$ cat config.mk
export PLATFORM = sky130hd
export DESIGN_NAME = mac_preadd_slice
export DESIGN_NICKNAME = d
export VERILOG_FILES = /design/src/rtl/mac_pkg.sv /design/src/rtl/mac_in_stage.sv /design/src/rtl/mac_preadd_stage.sv /design/src/rtl/mac_mul_stage.sv /design/src/rtl/mac_post_stage.sv /design/src/rtl/mac_preadd_slice.sv
export SDC_FILE = /design/constraint.sdc
export NUM_CORES = 2
export LEC_CHECK = 0
export BUFFER_PORTS_ARGS = -buffer_cell sky130_fd_sc_hd__buf_4
export CORE_MARGIN = 4
export CORE_UTILIZATION = 30
export DETAILED_ROUTE_END_ITERATION = 8
export PLACE_DENSITY = 0.54
export SLEW_MARGIN = 30
export SYNTH_ARGS = -nofsm -noshare
export SYNTH_HDL_FRONTEND = slang
export SYNTH_SLANG_ARGS = --single-unit
$ cat constraint.sdc
create_clock -name clk -period 9.1 [get_ports clk]
set_input_delay 0.455 -clock clk [delete_from_list [all_inputs] [get_ports clk]]
set_output_delay 0.455 -clock clk [all_outputs]
set_load 0.01 [all_outputs]
$ cat src/rtl/mac_pkg.sv
package mac_pkg;
   typedef enum logic [1:0] {
      Z_ZERO = 2'd0,
      Z_EXT  = 2'd1,
      Z_ACC  = 2'd2,
      Z_CASC = 2'd3
   } zsel_e;

   typedef struct packed {
      zsel_e zsel;
      logic  sub;
      logic  pre_en;
   } mode_t;

   localparam int MODE_W = $bits(mode_t);
endpackage

$ cat src/rtl/mac_in_stage.sv
module mac_in_stage
   import mac_pkg::*;
#(
   parameter int A_W   = 18,
   parameter int B_W   = 18,
   parameter int ACC_W = 48
) (
   input  logic             clk,
   input  logic             rst,
   input  logic             ce,
   input  mode_t            m_in,
   input  logic [A_W-1:0]   a_in,
   input  logic [B_W-1:0]   b_in,
   input  logic [B_W-1:0]   d_in,
   input  logic [ACC_W-1:0] c_in,
   output mode_t            m1,
   output logic [A_W-1:0]   a1,
   output logic [B_W-1:0]   b1,
   output logic [B_W-1:0]   d1,
   output logic [ACC_W-1:0] c1
);
   always_ff @(posedge clk) begin
      if (rst) begin
         m1 <= '0;
         a1 <= '0;
         b1 <= '0;
         d1 <= '0;
         c1 <= '0;
      end else if (ce) begin
         m1 <= m_in;
         a1 <= a_in;
         b1 <= b_in;
         d1 <= d_in;
         c1 <= c_in;
      end
   end

   assert_in_hold_R9: assert property (@(posedge clk) disable iff (rst)
      !ce |=> ($stable(a1) && $stable(b1) && $stable(d1) && $stable(c1)));
endmodule

$ cat src/rtl/mac_preadd_stage.sv
module mac_preadd_stage
   import mac_pkg::*;
#(
   parameter int A_W       = 18,
   parameter int B_W       = 18,
   parameter int ACC_W     = 48,
   parameter bit PREADD_EN = 1'b1
) (
   input  logic             clk,
   input  logic             rst,
   input  logic             ce,
   input  mode_t            m1,
   input  logic [A_W-1:0]   a1,
   input  logic [B_W-1:0]   b1,
   input  logic [B_W-1:0]   d1,
   input  logic [ACC_W-1:0] c1,
   output zsel_e            z2,
   output logic [A_W-1:0]   a2,
   output logic [B_W-1:0]   pre2,
   output logic [ACC_W-1:0] c2
);
   logic [B_W-1:0] pre_c;

   generate
      if (PREADD_EN) begin : g_preadd
         always_comb begin
            if (!m1.pre_en)   pre_c = b1;
            else if (m1.sub)  pre_c = d1 - b1;
            else              pre_c = d1 + b1;
         end
      end else begin : g_bypass_only
         assign pre_c = b1;
      end
   endgenerate

   always_ff @(posedge clk) begin
      if (rst) begin
         z2   <= Z_ZERO;
         a2   <= '0;
         pre2 <= '0;
         c2   <= '0;
      end else if (ce) begin
         z2   <= m1.zsel;
         a2   <= a1;
         pre2 <= pre_c;
         c2   <= c1;
      end
   end

   assert_bypass_R3: assert property (@(posedge clk) disable iff (rst)
      (ce && !m1.pre_en) |=> (pre2 == $past(b1)));

   assert_add_zero_R2: assert property (@(posedge clk) disable iff (rst)
      (ce && m1.pre_en && !m1.sub && (b1 == '0)) |=> (pre2 == $past(d1)));
endmodule

$ cat src/rtl/mac_mul_stage.sv
module mac_mul_stage
   import mac_pkg::*;
#(
   parameter int A_W   = 18,
   parameter int B_W   = 18,
   parameter int ACC_W = 48,
   localparam int PROD_W = A_W + B_W
) (
   input  logic              clk,
   input  logic              rst,
   input  logic              ce,
   input  zsel_e             z2,
   input  logic [A_W-1:0]    a2,
   input  logic [B_W-1:0]    pre2,
   input  logic [ACC_W-1:0]  c2,
   output zsel_e             z3,
   output logic [PROD_W-1:0] prod3,
   output logic [ACC_W-1:0]  c3
);
   logic [PROD_W-1:0] pre_x, a_x, prod_c;

   assign pre_x  = {{A_W{pre2[B_W-1]}}, pre2};
   assign a_x    = {{B_W{a2[A_W-1]}}, a2};
   assign prod_c = pre_x * a_x;

   always_ff @(posedge clk) begin
      if (rst) begin
         z3    <= Z_ZERO;
         prod3 <= '0;
         c3    <= '0;
      end else if (ce) begin
         z3    <= z2;
         prod3 <= prod_c;
         c3    <= c2;
      end
   end

   assert_zero_factor_R4: assert property (@(posedge clk) disable iff (rst)
      (ce && ((pre2 == '0) || (a2 == '0))) |=> (prod3 == '0));

   assert_neg_sign_R4: assert property (@(posedge clk) disable iff (rst)
      (ce && (pre2 != '0) && (a2 != '0) && (pre2[B_W-1] != a2[A_W-1]))
      |=> prod3[PROD_W-1]);
endmodule

$ cat src/rtl/mac_post_stage.sv
module mac_post_stage
   import mac_pkg::*;
#(
   parameter int A_W   = 18,
   parameter int B_W   = 18,
   parameter int ACC_W = 48,
   localparam int PROD_W = A_W + B_W,
   localparam int EXT_W  = ACC_W - PROD_W
) (
   input  logic              clk,
   input  logic              rst,
   input  logic              ce,
   input  zsel_e             z3,
   input  logic [PROD_W-1:0] prod3,
   input  logic [ACC_W-1:0]  c3,
   input  logic [ACC_W-1:0]  pcin,
   output logic [ACC_W-1:0]  p
);
   logic [ACC_W-1:0] prod_ext, addend, sum_c;

   assign prod_ext = {{EXT_W{prod3[PROD_W-1]}}, prod3};

   always_comb begin
      unique case (z3)
         Z_ZERO:  addend = '0;
         Z_EXT:   addend = c3;
         Z_ACC:   addend = p;
         default: addend = pcin;
      endcase
   end

   assign sum_c = prod_ext + addend;

   always_ff @(posedge clk) begin
      if (rst)     p <= '0;
      else if (ce) p <= sum_c;
   end

   assert_hold_R9: assert property (@(posedge clk) disable iff (rst)
      !ce |=> $stable(p));

   assert_reset_R10: assert property (@(posedge clk)
      rst |=> (p == '0));

   assert_zero_sel_R5: assert property (@(posedge clk) disable iff (rst)
      (ce && (z3 == Z_ZERO) && (prod3 == '0)) |=> (p == '0));

   assert_accum_keep_R7: assert property (@(posedge clk) disable iff (rst)
      (ce && (z3 == Z_ACC) && (prod3 == '0)) |=> $stable(p));
endmodule

$ cat src/rtl/mac_preadd_slice.sv
module mac_preadd_slice
   import mac_pkg::*;
#(
   parameter int A_W       = 18,
   parameter int B_W       = 18,
   parameter int ACC_W     = 48,
   parameter bit PREADD_EN = 1'b1
) (
   input  logic             clk,
   input  logic             rst,
   input  logic             ce,
   input  logic [3:0]       op,
   input  logic [A_W-1:0]   a,
   input  logic [B_W-1:0]   b,
   input  logic [B_W-1:0]   d,
   input  logic [ACC_W-1:0] c,
   input  logic [ACC_W-1:0] pcin,
   output logic [ACC_W-1:0] p,
   output logic [ACC_W-1:0] pcout
);
   localparam int PROD_W = A_W + B_W;

   generate
      if (A_W < 2 || B_W < 2) begin : g_bad_operand
         $error("mac_preadd_slice: operand widths must be at least 2");
      end
      if (ACC_W <= PROD_W) begin : g_bad_acc
         $error("mac_preadd_slice: ACC_W must exceed A_W + B_W");
      end
      if (MODE_W != 4) begin : g_bad_mode
         $error("mac_preadd_slice: mode word must be 4 bits");
      end
   endgenerate

   mode_t             m1;
   zsel_e             z2, z3;
   logic [A_W-1:0]    a1, a2;
   logic [B_W-1:0]    b1, d1, pre2;
   logic [ACC_W-1:0]  c1, c2, c3;
   logic [PROD_W-1:0] prod3;

   mac_in_stage #(.A_W(A_W), .B_W(B_W), .ACC_W(ACC_W)) u_s1 (
      .clk(clk), .rst(rst), .ce(ce), .m_in(mode_t'(op)),
      .a_in(a), .b_in(b), .d_in(d), .c_in(c),
      .m1(m1), .a1(a1), .b1(b1), .d1(d1), .c1(c1)
   );

   mac_preadd_stage #(.A_W(A_W), .B_W(B_W), .ACC_W(ACC_W), .PREADD_EN(PREADD_EN)) u_s2 (
      .clk(clk), .rst(rst), .ce(ce), .m1(m1), .a1(a1), .b1(b1), .d1(d1), .c1(c1),
      .z2(z2), .a2(a2), .pre2(pre2), .c2(c2)
   );

   mac_mul_stage #(.A_W(A_W), .B_W(B_W), .ACC_W(ACC_W)) u_s3 (
      .clk(clk), .rst(rst), .ce(ce), .z2(z2), .a2(a2), .pre2(pre2), .c2(c2),
      .z3(z3), .prod3(prod3), .c3(c3)
   );

   mac_post_stage #(.A_W(A_W), .B_W(B_W), .ACC_W(ACC_W)) u_s4 (
      .clk(clk), .rst(rst), .ce(ce), .z3(z3), .prod3(prod3), .c3(c3),
      .pcin(pcin), .p(p)
   );

   assign pcout = p;
endmodule

# [After elaboration in Yosys (flattened, before gate mapping)]
# Cells that the tools add are included.
# Widths: inputs -> output; s select.
[classes] addsub=3 multipliers=1 n_eq_ne=2 mux=3 reduce_logical=1
[op_table] cell="$pmux 48 s3" n=1
[op_table] cell="$add 48x48->48" n=1
[op_table] cell="$mul 18x18->36" n=1
[op_table] cell="$mux 18" n=2
[op_table] cell="$add 18x18->18" n=1
[op_table] cell="$sub 18x18->18" n=1
[op_table] cell="$eq 2x1->1 const B" n=1
[op_table] cell="$eq 2x2->1 const B" n=1
[op_table] cell="$logic_not 2->1" n=1
[totals] regBits=326 inputBits=157 out_inout_bits=96

# [Longest topological paths before layout]
[depth] word_depth=3 mapped_depth=28

# [Hierarchy]
# Synthesis repeated with hierarchy kept, for this count alone.
[unflattened] cells_unflattened=3210 hier_area_um2=29420.7
[by_module_without_submodules] module="mac_mul_stage" n_inst=1 cells_per_inst=1658 area_per_inst_um2=15268.4 seq_area_each_um2=1721.7
[by_module_without_submodules] module="mac_post_stage" n_inst=1 cells_per_inst=692 area_per_inst_um2=5694.2 seq_area_each_um2=960.9
[by_module_without_submodules] module="mac_preadd_stage" n_inst=1 cells_per_inst=470 area_per_inst_um2=4319.1 seq_area_each_um2=1721.7
[by_module_without_submodules] module="mac_in_stage" n_inst=1 cells_per_inst=342 area_per_inst_um2=3778.6 seq_area_each_um2=2122.0
[by_module_without_submodules] module="mac_preadd_slice" n_inst=1 cells_per_inst=48 area_per_inst_um2=360.3 seq_area_each_um2=0.0

# [Least setup slack after synthesis]
# OpenSTA, ideal clock, no wires.
[synth_timing] path_type="reg-to-reg" start="register u_s2.pre2[10]" end="register u_s3.prod3[27]" setup_time_ns=0.117 t_arrival_ns=6.329 slack_ns=2.654 stages_incl_launch_ff=24 path_buffers=2 cell_sequence="dfxtp_1 > clkbuf_1 > clkbuf_1 > nand2_1 > fa_1 > fa_1 > fa_1 > fa_1 > inv_1 > fa_1 > inv_1 > fa_1 > inv_1 > ha_1 > and3_1 > and3_1 > a2111oi_1 > nand2_1 > o211ai_1 > a21boi_1 > o21bai_1 > a32oi_1 > xor2_1 > a22o_1"
[synth_via] elab_chain_len=1
[synth_lines] element="start, declared" line="mac_preadd_stage.sv:19" text="output logic [B_W-1:0] pre2,"
[synth_lines] element="start signal, assigned" line="mac_preadd_stage.sv:45" text="pre2 <= pre_c;"
[synth_lines] element="$mul 18x18->36" line="mac_mul_stage.sv:24" text="assign prod_c = pre_x * a_x;"
[synth_lines] element="end signal, assigned" line="mac_mul_stage.sv:33" text="prod3 <= prod_c;"
[synth_lines] element="end, declared" line="mac_mul_stage.sv:17" text="output logic [PROD_W-1:0] prod3,"
# No other way between the ends.
# A chain may end at the register's enable or synchronous reset.

# [Worst setup path after layout]
# Ends and elaborated chain as after synthesis.

==> summary by stage <==
Outcome
The flow ran to the end, and the final reports show no timing, DRC or antenna violations.

Power and ir drop
The part of the power in the clock network is 41.9%. Of the total power, combinational logic draws 17.6%. For this design the ratio of total power to cell area is 120 nW/um^2.

The sequential share of power is 40.5%. The cell internal power dissipation is 2.77 mW. Summed over all cells, the static leakage comes to 15.6 nW. The net switching power is 1.13 mW.

The fraction of power spent switching nets is 29.0%. IR analysis of the VDD net gives a maximum drop of 0.101 mV. The overall power is 3.91 mW.

Final layout
From synthesis to final layout, the design area changed by 14.0%. Measured on the finished design, the core utilization comes to 34.6%. The final-layout fill cell count is 9773. The multi-input combinational cells in the finished layout cover a total of 19400 um^2. Summing all non-filler instances in the final layout gives an area of 32400 um^2. After the last flow step, the layout net total stands at 3856. The final antenna diode count is 0. After the flow finishes, the layout carries non-filler instances totaling 4491. The sequential cells in the finished layout cover a total of 6530 um^2. The layout cell share with drive strength beyond 1 is 12.2%.

Timing
After layout, the worst path uses 80.8% of the clock period. The total count of hold-check failures in the final report is 0. Hold is met by 0.116 ns. Setup repair after global routing left no endpoint under its margin. Timing would allow up to 0.136 GHz. Setup total negative slack on the finished layout was measured at 0 ns. The relative max-transition margin is 26.5%.

After layout, the minimum clock period comes to 7.35 ns. The slew at the pin closest to its max-slew limit is 1.10 ns. The total count of max-transition violations in the final report is 0. Setup violations remaining at the end of the flow were counted as 0.

The clock skew after layout is 0.0256 ns. Across all setup checks in the final design, the least slack found is 1.75 ns.

CTS
The number of sinks driven by the clock tree is 326. The post-CTS setup-driven buffer insertion count is 0. Buffers inserted during clock tree synthesis total 40. In this run the deepest clock path goes through 3 buffers. After clock tree synthesis, the repair step resized 0 gates. The worst-skew pair later-pin latency is 0.57 ns. TritonCTS built the clock tree. The H-tree generated during clock tree synthesis spans 2 levels.

Buffers inserted to repair hold after CTS numbered 0. The master cell of the clock root buffer is sky130_fd_sc_hd__clkbuf_16. Clock-pin slew was measured on the worst setup and hold paths at 0.06 ns.

Die
The total area inside the core boundary comes to 93600 um^2. The die is 316 um wide. The die outline height is 316 um. Row generation in the floorplan step produced 112 rows.

253 I/O pins were placed. For this configuration, the core starts out at a cell density of 30.4%. The die covers 99800 um^2.

Setup path
The data arrival time of the critical path is 7.82 ns. The required arrival time at the worst endpoint is 9.56 ns. The buffering stage count on the worst path with inverters included is 3. The launching element type of the critical path is a flip-flop. In this design, the largest share of critical-path delay is due to adder cells. Of all nets on the critical path, the largest fanout is 19.

The critical path is of the flip-flop to flip-flop type. STA classifies the critical path endpoint as a flip-flop. The critical path goes through nand2_1 -> fa_1 -> fa_1 -> fa_1 -> fa_1 -> inv_1 -> fa_1 -> inv_1 -> fa_1 -> inv_1 -> ha_1 -> and3_1 -> and3_1 -> a2111oi_1 -> nand2_1 -> o211ai_1 -> a21boi_1 -> o21bai_1 -> a32oi_1 -> xor2_1 -> a22o_1. The critical-path cell with the highest stage delay is sky130_fd_sc_hd__dfxtp_1. The largest single stage delay on the critical path is 0.81 ns. In this design, the critical path's most frequently occurring cell is sky130_fd_sc_hd__fa_1.

Synth
The flip-flop cell with the highest count after synthesis is sky130_fd_sc_hd__dfxtp_1. The area fraction in compound gates after synthesis is 9.40%. The post-synthesis cell type count is 62. Synthesis produced 3116 cells.

The portion of synthesized area spent on multiplexers is 11.4%. For this run, the number of Yosys warnings is 0. Summed over all instances, the cell type with the most area after synthesis is sky130_fd_sc_hd__fa_1. The top cell type's share of synthesized area is 23.3%.

The number of flops mapped to enable cells by yosys is 0. The share of the yosys chip area belonging to registers is 23.0%. The synthesized design contains 326 register bits.

The combinational family with the most area after synthesis is adder cells. The combined area of all synthesized cells is 28400 um^2. The average footprint of a synthesized cell is 9.12 um^2.

The XOR/XNOR share of the synthesized area is 3.33%. Counting every net in the synthesized netlist gives 3762. After synthesis, the share of flip-flops with an asynchronous set or reset is 0%.

The simple-gate area share of the yosys netlist is 13.7%. The synthesized netlist devotes 30.3% of its cell area to adder and majority cells. By area the synthesized netlist is led by sky130_fd_sc_hd__fa_1 (23%), sky130_fd_sc_hd__dfxtp_1 (23%), sky130_fd_sc_hd__mux2i_1 (9.4%).

Global routing
The pin count of the biggest net entering global routing is 183. The total global-route track usage is 15.3%. The initial antenna violation count came to 2. The total congestion overflow after global routing is 0. The via count of the first global-routing pass is 21.7k. The wire length of the first global-routing pass is 122000 um.

Detailed routing
The detailed-route DRC error count is 0. The total wirelength of the detailed-routed design is 76300 um. The detail-routed via count per cell is 4.67. The antenna violation net count after detailed routing is 0. For this block, the initial DRC count from the detailed router was 1125.

The first-pass detailed-route iteration total is 7. After detailed routing, the average wire length per cell comes to 17.0 um. The via count of the routed design is 21.0k.

Place
The number of buffers inserted by port buffering is 252. The final weighted congestion in routability-driven placement is 0.841. The worst-case setup slack after placement is 1.81 ns. The detailed-placement wirelength estimate is 58400 um. After detailed placement, the design holds a cell count of 4422. After detailed placement, the total cell area comes to 31100 um^2.

Run
The number of violations of the max-capacitance limit is 0.

Min path
The classification of the worst-slack hold path is input port to flip-flop.
power groups by stage:
stage	Sequential [mW]	Clock (mW)	Combinational (mW)
after detailed placement	1.61	0	0.692
after global routing	1.59	1.74	0.771
after global placement	1.61	0	0.687
final	1.58	1.64	0.687
after CTS	1.58	1.69	0.695
after floorplan	1.56	0	0.511
Yosys cell counts (3+ instances only):
cell and number:
sky130_fd_sc_hd__a211oi_1 32, sky130_fd_sc_hd__dfxtp_1 326, sky130_fd_sc_hd__nand3_1 21, sky130_fd_sc_hd__o21ai_0 51
sky130_fd_sc_hd__xor2_1 32, sky130_fd_sc_hd__o21a_1 10, sky130_fd_sc_hd__nor3_1 22, sky130_fd_sc_hd__a2111oi_2 3
sky130_fd_sc_hd__fa_1 331, sky130_fd_sc_hd__xnor2_1 76, sky130_fd_sc_hd__buf_1 39, sky130_fd_sc_hd__o211ai_1 13
sky130_fd_sc_hd__nor4_1 3, sky130_fd_sc_hd__and2_1 169, sky130_fd_sc_hd__and3_1 10, sky130_fd_sc_hd__mux2i_1 268
sky130_fd_sc_hd__clkbuf_1 131, sky130_fd_sc_hd__a311oi_1 3, sky130_fd_sc_hd__o31ai_1 3, sky130_fd_sc_hd__nand2b_1 18
sky130_fd_sc_hd__a22o_1 70, sky130_fd_sc_hd__nor2_1 371, sky130_fd_sc_hd__ha_1 158, sky130_fd_sc_hd__o31a_1 3
sky130_fd_sc_hd__o21bai_1 15, sky130_fd_sc_hd__a31oi_1 14, sky130_fd_sc_hd__a221o_1 3, sky130_fd_sc_hd__a21o_1 34
sky130_fd_sc_hd__mux2_2 49, sky130_fd_sc_hd__nor2b_1 18, sky130_fd_sc_hd__nand2_1 210, sky130_fd_sc_hd__or3_1 5
sky130_fd_sc_hd__o41ai_1 3, sky130_fd_sc_hd__nand4_1 13, sky130_fd_sc_hd__buf_4 49, sky130_fd_sc_hd__a21oi_1 104
sky130_fd_sc_hd__inv_1 404
path summary, 6_finish.rpt:
path                                            startpoint                           to  slack, ns  depth (start not counted)
worst min register to register  u_s3.prod3[0]$_SDFFE_PP0P_   u_s3.prod3[0]$_SDFFE_PP0P_       0.47                          2
worst max register to register  u_s2.pre2[10]$_SDFFE_PP0P_  u_s3.prod3[27]$_SDFFE_PP0P_       1.75                         21
worst max-delay path            u_s2.pre2[10]$_SDFFE_PP0P_  u_s3.prod3[27]$_SDFFE_PP0P_       1.75                         21
worst min-delay path                                 c[36]     u_s1.c1[36]$_SDFFE_PP0P_       0.12                          3
placed cells by master (no fill, tap or decap), drive strengths merged, types with 5 or more instances in the layout:
cell | Yosys | layout
mux2 | 50 | 50
inv | 404 | 405
o21ai | 53 | 53
a21oi | 104 | 104
xor2 | 32 | 32
a31oi | 14 | 14
nand3 | 21 | 21
o21bai | 15 | 15
or3 | 5 | 5
ha | 158 | 158
nand4 | 13 | 13
xnor2 | 76 | 76
a2111oi | 5 | 5
nand2b | 18 | 18
dfxtp | 326 | 326
nor2b | 18 | 18
clkbuf | 131 | 55
fa | 331 | 331
mux2i | 268 | 268
nor3 | 22 | 22
o41ai | 5 | 5
a22o | 70 | 70
nor2 | 371 | 371
a211oi | 32 | 32
and2 | 169 | 169
nand2 | 210 | 210
clkinv | 0 | 9
o21a | 10 | 10
o211ai | 13 | 13
a21o | 34 | 34
buf | 89 | 272
and3 | 10 | 10
worst min-delay path, cell delays in order:
cell and delay (ns):
sky130_fd_sc_hd__buf_4 0.07, sky130_fd_sc_hd__mux2i_1 0.05, sky130_fd_sc_hd__nor2_1 0.07
final cells by class:
cell class              count  area share, %
clock inverters            14          0.579
inverters                 404           4.68
multi-input cells        2166           59.8
repair buffers            272           6.42
clock buffers              55           3.54
well taps                1254           4.84
flip-flops and latches    326           20.1
state kept, by name (all words and copies together) (netlist names):
name	count
u_s1.c1	48
u_s2.pre2	18
u_s2.c2	48
u_s1.m1	4
u_s4.p	48
u_s3.prod3	36
u_s2.z2	2
u_s1.b1	18
u_s3.z3	2
u_s1.d1	18
u_s1.a1	18
u_s2.a2	18
u_s3.c3	48
routing by layer:
metal  global-route usage, %  up-vias  wire [um]
met1                    20.1    10300      34000
met2                    26.7      328      37600
met3                    2.01      103       2580
li1                        -    10200          -
met4                    4.05        4       2040
met5                       0        -         27
cells by family (layout without fill, tap and decap cells):
group                      after synthesis  after routing
adders and majority gates              489            489
AOI/OAI and AO/OA                      387            387
and+or+nand+nor                        864            864
muxes                                  318            318
DFF                                    326            326
xor gates and xnor gates               108            108
buffers and inverters                  624            745
No activity file was read; power rests on OpenSTA's default activity.
